<file path="config.mk">
export PLATFORM = sky130hd
export DESIGN_NAME = spec_load_gate
export DESIGN_NICKNAME = d
export VERILOG_FILES = /design/src/rtl/spec_gate_pkg.sv /design/src/rtl/sg_age_safe.sv /design/src/rtl/sg_oldest_pick.sv /design/src/rtl/sg_free_pick.sv /design/src/rtl/spec_load_gate.sv
export SDC_FILE = /design/constraint.sdc
export NUM_CORES = 1
export LEC_CHECK = 0
export BUFFER_PORTS_ARGS = -buffer_cell sky130_fd_sc_hd__buf_2
export CAP_MARGIN = 20
export CORE_ASPECT_RATIO = 2
export CORE_MARGIN = 1.5
export CORE_UTILIZATION = 25
export CTS_CLUSTER_DIAMETER = 40
export CTS_CLUSTER_SIZE = 28
export DETAILED_ROUTE_END_ITERATION = 10
export HOLD_SLACK_MARGIN = 0.05
export PLACE_DENSITY_LB_ADDON = 0.3
export RECOVER_POWER = 25
export SETUP_SLACK_MARGIN = 0.3
export SYNTH_ARGS = -nofsm -noshare
export SYNTH_HDL_FRONTEND = slang
export SYNTH_SLANG_ARGS = --single-unit
</file>
<file path="constraint.sdc">
create_clock -name clk -period 3.5 [get_ports clk]
set_input_delay 0 -clock clk [delete_from_list [all_inputs] [get_ports clk]]
set_output_delay 0 -clock clk [all_outputs]
set_load 0.05 [all_outputs]
</file>
<file path="src/rtl/spec_gate_pkg.sv">
package spec_gate_pkg;
  typedef enum logic {
    PK_MISS = 1'b0,
    PK_UPD  = 1'b1
  } park_kind_e;
endpackage

</file>
<file path="src/rtl/sg_age_safe.sv">
module sg_age_safe #(
  parameter int TAG_W = 6
) (
  input  logic [TAG_W-1:0] tag,
  input  logic             br_pend,
  input  logic [TAG_W-1:0] br_tag,
  input  logic             ord_en,
  input  logic             addr_pend,
  input  logic [TAG_W-1:0] addr_tag,
  output logic             safe
);
  logic [TAG_W-1:0] d_br;
  logic [TAG_W-1:0] d_ad;

  assign d_br = tag - br_tag;
  assign d_ad = tag - addr_tag;

  // older-than test: wrapped difference is negative
  assign safe = (!br_pend || d_br[TAG_W-1]) &&
                (!ord_en || !addr_pend || d_ad[TAG_W-1]);
endmodule

</file>
<file path="src/rtl/sg_oldest_pick.sv">
module sg_oldest_pick #(
  parameter int N     = 8,
  parameter int TAG_W = 6,
  parameter int IDX_W = 3
) (
  input  logic [N-1:0]            req,
  input  logic [N-1:0][TAG_W-1:0] tags,
  output logic                    found,
  output logic [IDX_W-1:0]        idx
);
  logic [TAG_W-1:0] best_tag;
  logic [TAG_W-1:0] diff;

  always_comb begin
    found    = 1'b0;
    idx      = '0;
    best_tag = '0;
    diff     = '0;
    for (int i = 0; i < N; i++) begin
      diff = tags[i] - best_tag;
      if (req[i] && (!found || diff[TAG_W-1])) begin
        found    = 1'b1;
        idx      = IDX_W'(i);
        best_tag = tags[i];
      end
    end
  end
endmodule

</file>
<file path="src/rtl/sg_free_pick.sv">
module sg_free_pick #(
  parameter int N     = 8,
  parameter int IDX_W = 3
) (
  input  logic [N-1:0]     busy,
  output logic             any_free,
  output logic [IDX_W-1:0] idx
);
  always_comb begin
    any_free = 1'b0;
    idx      = '0;
    for (int i = N - 1; i >= 0; i--) begin
      if (!busy[i]) begin
        any_free = 1'b1;
        idx      = IDX_W'(i);
      end
    end
  end
endmodule

</file>
<file path="src/rtl/spec_load_gate.sv">
module spec_load_gate
  import spec_gate_pkg::*;
#(
  parameter int TAG_W  = 6,
  parameter int LINE_W = 10,
  parameter int WAY_W  = 2,
  parameter int DATA_W = 32,
  parameter int DEPTH  = 8
) (
  input  logic              clk,
  input  logic              rst_n,
  input  logic              mem_order_en,
  input  logic              br_pend,
  input  logic [TAG_W-1:0]  br_tag,
  input  logic              addr_pend,
  input  logic [TAG_W-1:0]  addr_tag,
  input  logic              sq_valid,
  input  logic [TAG_W-1:0]  sq_tag,
  input  logic              ld_valid,
  output logic              ld_ready,
  input  logic [TAG_W-1:0]  ld_tag,
  input  logic [LINE_W-1:0] ld_line,
  input  logic              ld_hit,
  input  logic [WAY_W-1:0]  ld_way,
  input  logic [DATA_W-1:0] ld_data,
  output logic              rsp_valid,
  output logic [TAG_W-1:0]  rsp_tag,
  output logic [DATA_W-1:0] rsp_data,
  output logic              repl_valid,
  output logic [LINE_W-1:0] repl_line,
  output logic [WAY_W-1:0]  repl_way,
  output logic              fill_valid,
  output logic [TAG_W-1:0]  fill_tag,
  output logic [LINE_W-1:0] fill_line
);
  localparam int IDX_W = (DEPTH > 1) ? $clog2(DEPTH) : 1;

  // reset: asynchronous assert, synchronous release
  logic [1:0] rst_pipe;
  logic       rst_ok;
  always_ff @(posedge clk or negedge rst_n) begin
    if (!rst_n) rst_pipe <= 2'b00;
    else        rst_pipe <= {rst_pipe[0], 1'b1};
  end
  assign rst_ok = rst_pipe[1];

  // parking buffer state
  logic [DEPTH-1:0]             vld_q, vld_d;
  park_kind_e                   kind_q [DEPTH];
  logic [DEPTH-1:0][TAG_W-1:0]  tag_q;
  logic [LINE_W-1:0]            line_q [DEPTH];
  logic [WAY_W-1:0]             way_q  [DEPTH];
  logic [DEPTH-1:0]             wr_en;

  // incoming load classification
  logic             in_safe, in_kill, acc, park, dir_fill, dir_repl, full;
  logic [TAG_W-1:0] sq_diff;

  sg_age_safe #(.TAG_W(TAG_W)) u_in_safe (
    .tag(ld_tag), .br_pend(br_pend), .br_tag(br_tag), .ord_en(mem_order_en),
    .addr_pend(addr_pend), .addr_tag(addr_tag), .safe(in_safe)
  );

  assign sq_diff  = sq_tag - ld_tag;
  assign in_kill  = sq_valid && sq_diff[TAG_W-1];
  assign full     = &vld_q;
  assign ld_ready = !(full && !in_safe);
  assign acc      = ld_valid && ld_ready && !in_kill;
  assign park     = acc && !in_safe;
  assign dir_fill = acc && in_safe && !ld_hit;
  assign dir_repl = acc && in_safe && ld_hit;

  // per-entry safety and squash
  logic [DEPTH-1:0] ent_safe, ent_kill, drain_req;
  genvar g;
  generate
    for (g = 0; g < DEPTH; g++) begin : g_ent
      logic [TAG_W-1:0] kd;
      sg_age_safe #(.TAG_W(TAG_W)) u_safe (
        .tag(tag_q[g]), .br_pend(br_pend), .br_tag(br_tag), .ord_en(mem_order_en),
        .addr_pend(addr_pend), .addr_tag(addr_tag), .safe(ent_safe[g])
      );
      assign kd           = sq_tag - tag_q[g];
      assign ent_kill[g]  = sq_valid && kd[TAG_W-1];
      assign drain_req[g] = vld_q[g] && ent_safe[g] && !ent_kill[g];
    end
  endgenerate

  logic             pk_found, free_any, drain;
  logic [IDX_W-1:0] pk_idx, free_idx;
  park_kind_e       pk_kind;

  sg_oldest_pick #(.N(DEPTH), .TAG_W(TAG_W), .IDX_W(IDX_W)) u_pick (
    .req(drain_req), .tags(tag_q), .found(pk_found), .idx(pk_idx)
  );

  sg_free_pick #(.N(DEPTH), .IDX_W(IDX_W)) u_free (
    .busy(vld_q), .any_free(free_any), .idx(free_idx)
  );

  assign pk_kind = kind_q[pk_idx];
  // strict oldest-first: head waits if its port is taken by a direct load
  assign drain   = pk_found && ((pk_kind == PK_MISS) ? !dir_fill : !dir_repl);

  // entry next state
  always_comb begin
    for (int i = 0; i < DEPTH; i++) begin
      vld_d[i] = vld_q[i] && !ent_kill[i] && !(drain && (pk_idx == IDX_W'(i)));
      wr_en[i] = park && free_any && (free_idx == IDX_W'(i));
      if (wr_en[i]) vld_d[i] = 1'b1;
    end
  end

  always_ff @(posedge clk or negedge rst_ok) begin
    if (!rst_ok) vld_q <= '0;
    else         vld_q <= vld_d;
  end

  always_ff @(posedge clk) begin
    for (int i = 0; i < DEPTH; i++) begin
      if (wr_en[i]) begin
        kind_q[i] <= ld_hit ? PK_UPD : PK_MISS;
        tag_q[i]  <= ld_tag;
        line_q[i] <= ld_line;
        way_q[i]  <= ld_way;
      end
    end
  end

  // output next state
  logic              rsp_v_d, fill_v_d, repl_v_d;
  logic [TAG_W-1:0]  fill_tag_d;
  logic [LINE_W-1:0] fill_line_d, repl_line_d;
  logic [WAY_W-1:0]  repl_way_d;

  always_comb begin
    rsp_v_d     = acc && ld_hit;
    fill_v_d    = dir_fill || (drain && pk_kind == PK_MISS);
    repl_v_d    = dir_repl || (drain && pk_kind == PK_UPD);
    fill_tag_d  = dir_fill ? ld_tag  : tag_q[pk_idx];
    fill_line_d = dir_fill ? ld_line : line_q[pk_idx];
    repl_line_d = dir_repl ? ld_line : line_q[pk_idx];
    repl_way_d  = dir_repl ? ld_way  : way_q[pk_idx];
  end

  always_ff @(posedge clk or negedge rst_ok) begin
    if (!rst_ok) begin
      rsp_valid  <= 1'b0;
      fill_valid <= 1'b0;
      repl_valid <= 1'b0;
      rsp_tag    <= '0;
      rsp_data   <= '0;
      fill_tag   <= '0;
      fill_line  <= '0;
      repl_line  <= '0;
      repl_way   <= '0;
    end else begin
      rsp_valid  <= rsp_v_d;
      fill_valid <= fill_v_d;
      repl_valid <= repl_v_d;
      if (rsp_v_d) begin
        rsp_tag  <= ld_tag;
        rsp_data <= ld_data;
      end
      if (fill_v_d) begin
        fill_tag  <= fill_tag_d;
        fill_line <= fill_line_d;
      end
      if (repl_v_d) begin
        repl_line <= repl_line_d;
        repl_way  <= repl_way_d;
      end
    end
  end
endmodule

</file>
# Yosys cells after proc, flatten, opt, wreduce, memory -nomap -nowiden

Memories as Yosys holds them, arrays and structs flattened.
Index checks and enable logic that the tools add are counted.

Register bits after elaboration: 127
RAM bits: 104
Word-level logic and storage cells: 374
Memories: 3

Memory list:

| name   | words | width | rd ports | clocked after Yosys merged registers in | write ports | line                 | RTL |
|---|---|---|---|---|---|---|---|
| line_q | 8     | 10    | 1        | 0                                       | 1           | spec_load_gate.sv:51 | `logic [LINE_W-1:0] line_q [DEPTH];` |
| way_q  | 8     | 2     | 1        | 0                                       | 1           | spec_load_gate.sv:52 | `logic [WAY_W-1:0] way_q [DEPTH];` |
| kind_q | 8     | 1     | 1        | 0                                       | 1           | spec_load_gate.sv:49 | `park_kind_e kind_q [DEPTH];` |

Add/subtract/negate cells: 34
$lt $le $gt $ge: 1
Equality and inequality tests: 14
Mux-type cells: 133
Bitwise operators: 1
Reduce and logical (&&, ||, !) cells: 169

Operators with widths:

| operator                                             | count |
|---|---|
| subtractor 6 bit                                     | 34 |
| two-way mux 3 bit                                    | 33 |
| two-way mux 10 bit                                   | 9 |
| logical AND 1 bit                                    | 85 |
| two-way mux 1 bit                                    | 71 |
| OR reduction 10 bit                                  | 7 |
| two-way mux 6 bit                                    | 9 |
| zero test 1 bit                                      | 32 |
| logical OR 1 bit                                     | 28 |
| equality test 3 bit (second input constant)          | 8 |
| two-way mux 2 bit                                    | 10 |
| binary-select mux 6 bit (select 3 bit)               | 1 |
| OR reduction 2 bit                                   | 7 |
| equality test 3 x 2 -> 1 bit (second input constant) | 4 |
| AND reduction 8 bit                                  | 1 |
| OR reduction 1 bit                                   | 7 |
| equality test 3 x 1 -> 1 bit (second input constant) | 2 |
| zero test 3 bit                                      | 2 |
| < comparator 3 x 4 -> 1 bit (second input constant)  | 1 |
| inverter 1 bit                                       | 1 |

# Longest topological paths before layout

An unclocked memory read counts as a cell.

Word-level depth: 42
Gate-level depth with buffers: 93

# Modules after synthesis

A second synthesis with hierarchy kept.

Cell total of the unflattened synthesis: 1326
Area total of the unflattened synthesis: 15013.1 µm²

Modules (own cells, without submodules):

| module         | times used | cells an instance | area an instance (µm²) |
|---|---|---|---|
| spec_load_gate | 1          | 661               | 10339.9 |
| sg_age_safe    | 9          | 34                | 256.5 |
| sg_oldest_pick | 1          | 343               | 2285.9 |
| sg_free_pick   | 1          | 16                | 78.8 |

# Least setup slack after synthesis

OpenSTA, ideal clock, no wires.

Path kind: register to register
Start point: reg tag_q[4] (netlist name)
End point: reg fill_line[8]
Setup time: 126 ps
Arrival time: 16459 ps
Data required time: 3374 ps
Setup slack: -13085 ps
Stages on the path, launching flop included: 89
Buffers on the path: 7
Period minus slack after synthesis: 16585 ps
Cell sequence: edfxtp_1 > ha_1 > a21oi_1 > nor2_1 > a221oi_1 > and3_1 > buf_2 > nand2_1 > ha_1 > a21oi_1 > o21ai_0 > nor2_1 > xnor2_1 > a21oi_1 > nand2_1 > o21ai_0 > inv_1 > ha_1 > [53 not listed] > nand2_1 > clkbuf_1 > clkbuf_1 > o21ai_0 > ha_1 > a21oi_1 > nor2b_1 > o21ai_0 > nand2b_1 > a41oi_1 > or4_1 > o211a_1 > o31a_1 > clkbuf_1 > nor2_1 > buf_2 > a31oi_1 > a221o_1

Word-level cells in the longest chain between the ends: 39
Elaborated cells on any way between the ends: 68
Classes of those cells: add/sub (10); mux (24); bitwise (1); reduce/logical (31); memory (2)

Ends and longest elaborated chain:

| item                                                   | line                                       | RTL |
|---|---|---|
| start: declaration                                     | spec_load_gate.sv:50                       | `logic [DEPTH-1:0][TAG_W-1:0] tag_q;` |
| start signal: indexed assignment                       | spec_load_gate.sv:123                      | `tag_q[i] <= ld_tag;` |
| subtractor 6 bit (on tied branches)                    | sg_age_safe.sv:15, sg_age_safe.sv:16       |  |
| logical OR 1 bit (on tied branches)                    | sg_age_safe.sv:19, sg_age_safe.sv:20       |  |
| logical AND 1 bit                                      | sg_age_safe.sv:19                          | `assign safe = (!br_pend \|\| d_br[TAG_W-1]) &&` |
| logical AND 1 bit (2 in a row)                         | spec_load_gate.sv:85                       | `assign drain_req[g] = vld_q[g] && ent_safe[g] && !ent_kill[g];` |
| two-way mux 6 bit or two-way mux 1 bit (tied branches) | sg_oldest_pick.sv:21                       | `if (req[i] && (!found \|\| diff[TAG_W-1])) begin` |
| subtractor 6 bit or zero test 1 bit (tied branches)    | sg_oldest_pick.sv:20, sg_oldest_pick.sv:21 |  |
| logical OR 1 bit                                       | sg_oldest_pick.sv:21                       |  |
| logical AND 1 bit                                      | sg_oldest_pick.sv:21                       |  |
| [22 not listed]                                        | n/a                                        |  |
| logical OR 1 bit                                       | sg_oldest_pick.sv:21                       |  |
| logical AND 1 bit                                      | sg_oldest_pick.sv:21                       |  |
| two-way mux 3 bit                                      | sg_oldest_pick.sv:21                       |  |
| memory read (8 x 1 bit)                                | n/a                                        |  |
| two-way mux 1 bit                                      | spec_load_gate.sv:103                      | `assign drain = pk_found && ((pk_kind == PK_MISS) ? !dir_fill : !dir_repl);` |
| logical AND 1 bit                                      | spec_load_gate.sv:103                      |  |
| logical AND 1 bit                                      | spec_load_gate.sv:138                      | `fill_v_d = dir_fill \|\| (drain && pk_kind == PK_MISS);` |
| logical OR 1 bit                                       | spec_load_gate.sv:138                      |  |
| end signal: assignment                                 | spec_load_gate.sv:167                      | `fill_line <= fill_line_d;` |
| end: declaration                                       | spec_load_gate.sv:34                       | `output logic [LINE_W-1:0] fill_line` |

Parallel ways exist; a longest one is shown, timed or not.
A chain may end at the register's enable or synchronous reset.

# Worst setup path after layout

Start point: reg tag_q[2] (netlist name)
End point: reg vld_q[4]

Word-level cells in the longest chain between the ends: 41
Elaborated cells on any way between the ends: 68
Classes of those cells: add/sub (10); eq/ne (1); mux (24); reduce/logical (32); memory (1)

Ends and longest elaborated chain:

| item                                                   | line                                       | RTL |
|---|---|---|
| subtractor 6 bit (on tied branches)                    | sg_age_safe.sv:15, sg_age_safe.sv:16       |  |
| logical OR 1 bit (on tied branches)                    | sg_age_safe.sv:19, sg_age_safe.sv:20       |  |
| logical AND 1 bit                                      | sg_age_safe.sv:19                          |  |
| logical AND 1 bit (2 in a row)                         | spec_load_gate.sv:85                       |  |
| two-way mux 6 bit or two-way mux 1 bit (tied branches) | sg_oldest_pick.sv:21                       |  |
| subtractor 6 bit or zero test 1 bit (tied branches)    | sg_oldest_pick.sv:20, sg_oldest_pick.sv:21 |  |
| logical OR 1 bit                                       | sg_oldest_pick.sv:21                       |  |
| logical AND 1 bit                                      | sg_oldest_pick.sv:21                       |  |
| [25 not listed]                                        | n/a                                        |  |
| memory read (8 x 1 bit)                                | n/a                                        |  |
| two-way mux 1 bit                                      | spec_load_gate.sv:103                      |  |
| logical AND 1 bit                                      | spec_load_gate.sv:103                      |  |
| logical AND 1 bit (*)                                  | spec_load_gate.sv:108                      | `vld_d[i] = vld_q[i] && !ent_kill[i] && !(drain && (pk_idx == IDX_W'(i)));` |
| zero test 1 bit (*)                                    | spec_load_gate.sv:108                      |  |
| logical AND 1 bit (*)                                  | spec_load_gate.sv:108                      |  |
| two-way mux 1 bit (*)                                  | spec_load_gate.sv:110                      | `if (wr_en[i]) vld_d[i] = 1'b1;` |
| via vld_d[4]                                           | spec_load_gate.sv:48                       | `logic [DEPTH-1:0] vld_q, vld_d;` |
| end signal: assignment                                 | spec_load_gate.sv:116                      | `else vld_q <= vld_d;` |
| end: declaration                                       | spec_load_gate.sv:48                       |  |

Mark *: on every way through the listed nets, which the timed path passes. The rest lies on a longest branch.

==> results_dict.tcl <==
set metrics [dict create \
    min_period_ns 15.37 \
    report.final.slew_viol_count 0 \
    preCtsSetupSlack_ns -12.19 \
    antenna_found_initial 0 \
    syn_to_final_growth_pct 52.2 \
    dp_cells 2608 \
    register_area_um2 6550 \
    async_flop_share_pct 34.2 \
    rows 123 \
    drtAntennaViolNets 0 \
    whs_ns 0.0951 \
    drt_pass1_iterations 5 \
    vdd_drop_max_mv 0.551 \
    multiInputGateArea_um2 8160 \
    status "finished, violations left" \
    layout-drive-gt1-share_pct 38.1 \
    htreeDepth 1 \
    instances_no_fill 2804 \
    rsz0062_at_grt "yes" \
    p_leak_uw 0.00965 \
    violations "negative setup slack" \
    antenna-diode-count 0 \
    cp-end-kind "flop" \
    num_io_pins 146 \
    syn-num-nets 1637 \
    critPathMaxStageDelay_ns 0.48 \
    crit_slowest_cell "edfxtp_1" \
    cp-start-kind "flop" \
    vias 13900 \
    drv_cap 0 \
    power_density_nw_per_um2 485 \
    routed_wirelength_um 63100 \
    hold_path.class "primary input to flop" \
    required_ns 3.94 \
    relSlewSlack_pct 44.4 \
    utilization_pct 38.6 \
    setup_ws_ns -11.87 \
    portBuffers 145 \
    crit_type "flop to flop" \
    routedWlPerCell_um 22.5 \
    crit_path_frequent_cell "buf_4" \
    place.gp.congestion 0.940 \
    ys.flop_type "edfxtp_1" \
    grt_overflow 0 \
    finalClockSkew_ns 0.0404 \
    cts_tree "done" \
    n_fill_cell 5578 \
    synth-edff-count 152 \
    syn_avg_cell_area_um2 10.0 \
    grt_pass1_wl_um 89800 \
    crit_fanout 7 \
    ys_warn_count 0 \
    dpl.hpwl_um 46600 \
    cts_buffer_depth 3 \
    min_period_over_period_pct 439 \
    die_w_um 172 \
    drt_iter0_markers 714 \
    clk_pin_slew_worst_paths_ns 0.08 \
    cts.sinks 231 \
    core-area_um2 56500 \
    drc 0 \
    path_buf_inv 18 \
    die_h_um 341 \
    worst_pin_slew_ns 0.834 \
    clockRootBuffer "clkbuf_16" \
    grt_start_max_net_pins 56 \
    vias_per_cell 4.96 \
    seq_area_frac_synth_pct 45.7 \
    arrival_ns 15.82 \
    synth-seq-cells 231 \
    synth_cells 1425 \
    fmax_ghz 0.0650 \
    finalSetupViolCount 45 \
    grt_use_total_pct 21.2 \
    nNetsFinal 2250 \
    synth.distinct_cells 81 \
    start_util_pct 25.4 \
    cp_top_family "compound AO/OA/AOI/OAI gates" \
    synth_area_um2 14300 \
    cts_made_buffers 22 \
    hold_viol 0 \
    grt_pass1_vias 14500 \
    dieArea_um2 58800 \
    clk_latency_ns 0.58 \
]
-- through the flow --
stage	TNS, ns	power (uW)	instance area [um2]
finish	-448.20	10600	21800
global route	-485.83	11000	21800
CTS	-441.50	10400	21100
detailed placement	-461.24	7230	18900
global placement	-450.12	7200	18900
floorplan	-436.87	5710	14700
-- placed cells by master (no fill, tap or decap), types with 28 or more instances in the layout --
master / instances
a21oi_1: 83
a21oi_2: 34
buf_2: 129
buf_4: 390
dfrtp_1: 78
dlygate4sd3_1: 54
edfxtp_1: 152
ha_1: 121
inv_1: 63
nand2_1: 201
nand2b_1: 47
nor2_1: 55
nor2b_1: 28
o21ai_0: 51
xnor2_1: 31
-- report_power, final --
group	total [uW]	internal [uW]	leakage (uW)	switching (uW)
combinational	4380	1770	0.00690	2600
clock	2750	1340	0.000398	1400
sequential	3440	3210	0.00236	227
total	10600	6330	0.00965	4230
-- worst reg2reg max path, delay by kind of cell (launching register included) --
family / cells / cell delay [ns]
compound gates: 37 / 6.84
xor+xnor: 4 / 0.73
fa+ha+maj: 7 / 1.82
buf+inv: 18 / 2.11
flops: 1 / 0.48
mux: 2 / 0.48
simple gates: 19 / 2.75
-- layout make-up --
class / instances / share of cell area, %
clock buffer: 23 / 2.64
clock inverter: 17 / 1.28
inverter: 73 / 1.27
multi-input combinational: 1066 / 37.4
sequential: 231 / 30.0
tap: 750 / 4.31
timing repair buffer: 644 / 23.0
-- final timing paths --
path	startpoint	end	slack (ns)	cells past startpoint
min reg2reg	rst_pipe[0]	rst_pipe[1]	0.35	0
max reg2reg	tag_q[2]	vld_q[4]	-11.87	87
min	sq_valid	vld_q[4]	0.1	5
max	tag_q[2]	vld_q[4]	-11.87	87
min in group asynchronous	rst_n	rst_pipe[1]	0.30	3
max in group asynchronous	rst_pipe[1]	fill_line[1]	2.19	1
-- sequential cells by signal, summed over array words and instances, names as in the netlist --
register	cells
fill_tag	6
repl_line	10
rsp_data	32
fill_valid	1
fill_line	10
tag_q	48
rsp_tag	6
rsp_valid	1
kind_q	8
repl_valid	1
vld_q	8
way_q	16
repl_way	2
line_q	80
rst_pipe	2
-- layer usage --
layer  GRT usage [%]  share of wire (%)
met2            39.7                 54
met1            19.5                 32
met3            2.23                3.6
met5               0                  0
met4            19.5                 11
-- cells by family after synthesis --
group,count (synthesis),synth area share [%]
flip-flops,231,45.7
multiplexers,36,2.58
other,1,0.0262
adder cells (fa/ha/maj),136,11.9
AND/OR/NAND/NOR,476,15.8
XOR/XNOR,62,4.08
buffers and inverters,129,3.55
AO/OA/AOI/OAI,354,16.4
-- cell usage after synthesis (15+ instances only) --
master	count	share of area (%)
nand2b_1	47	2.1
nor3_1	15	0.52
clkbuf_1	35	0.92
mux2i_1	29	2.0
nor2b_1	30	1.3
a221o_1	22	1.5
dfrtp_1	79	14
ha_1	136	12
xnor2_1	34	2.1
and3_1	28	1.2
inv_1	70	1.8
o21ai_0	65	2.3
xor2_1	24	1.5
a21oi_1	123	4.3
nand3_1	20	0.70
edfxtp_1	152	32
a31oi_1	18	0.79
nor2_1	72	1.9
nand2_1	209	5.5
a21o_1	25	1.3
-- repair_timing --
action | 4_1_cts | 5_1_grt
buffers inserted | 68 | 26
pin swaps | 45 | 64
gates resized for setup | 57 | 90
hold endpoints to repair | 212 | 2
hold buffers | 54 | 1
endpoints found under the setup margin | 38 | 204
gates cloned | 3 | 4
No activity file was read; power rests on OpenSTA's default activity.
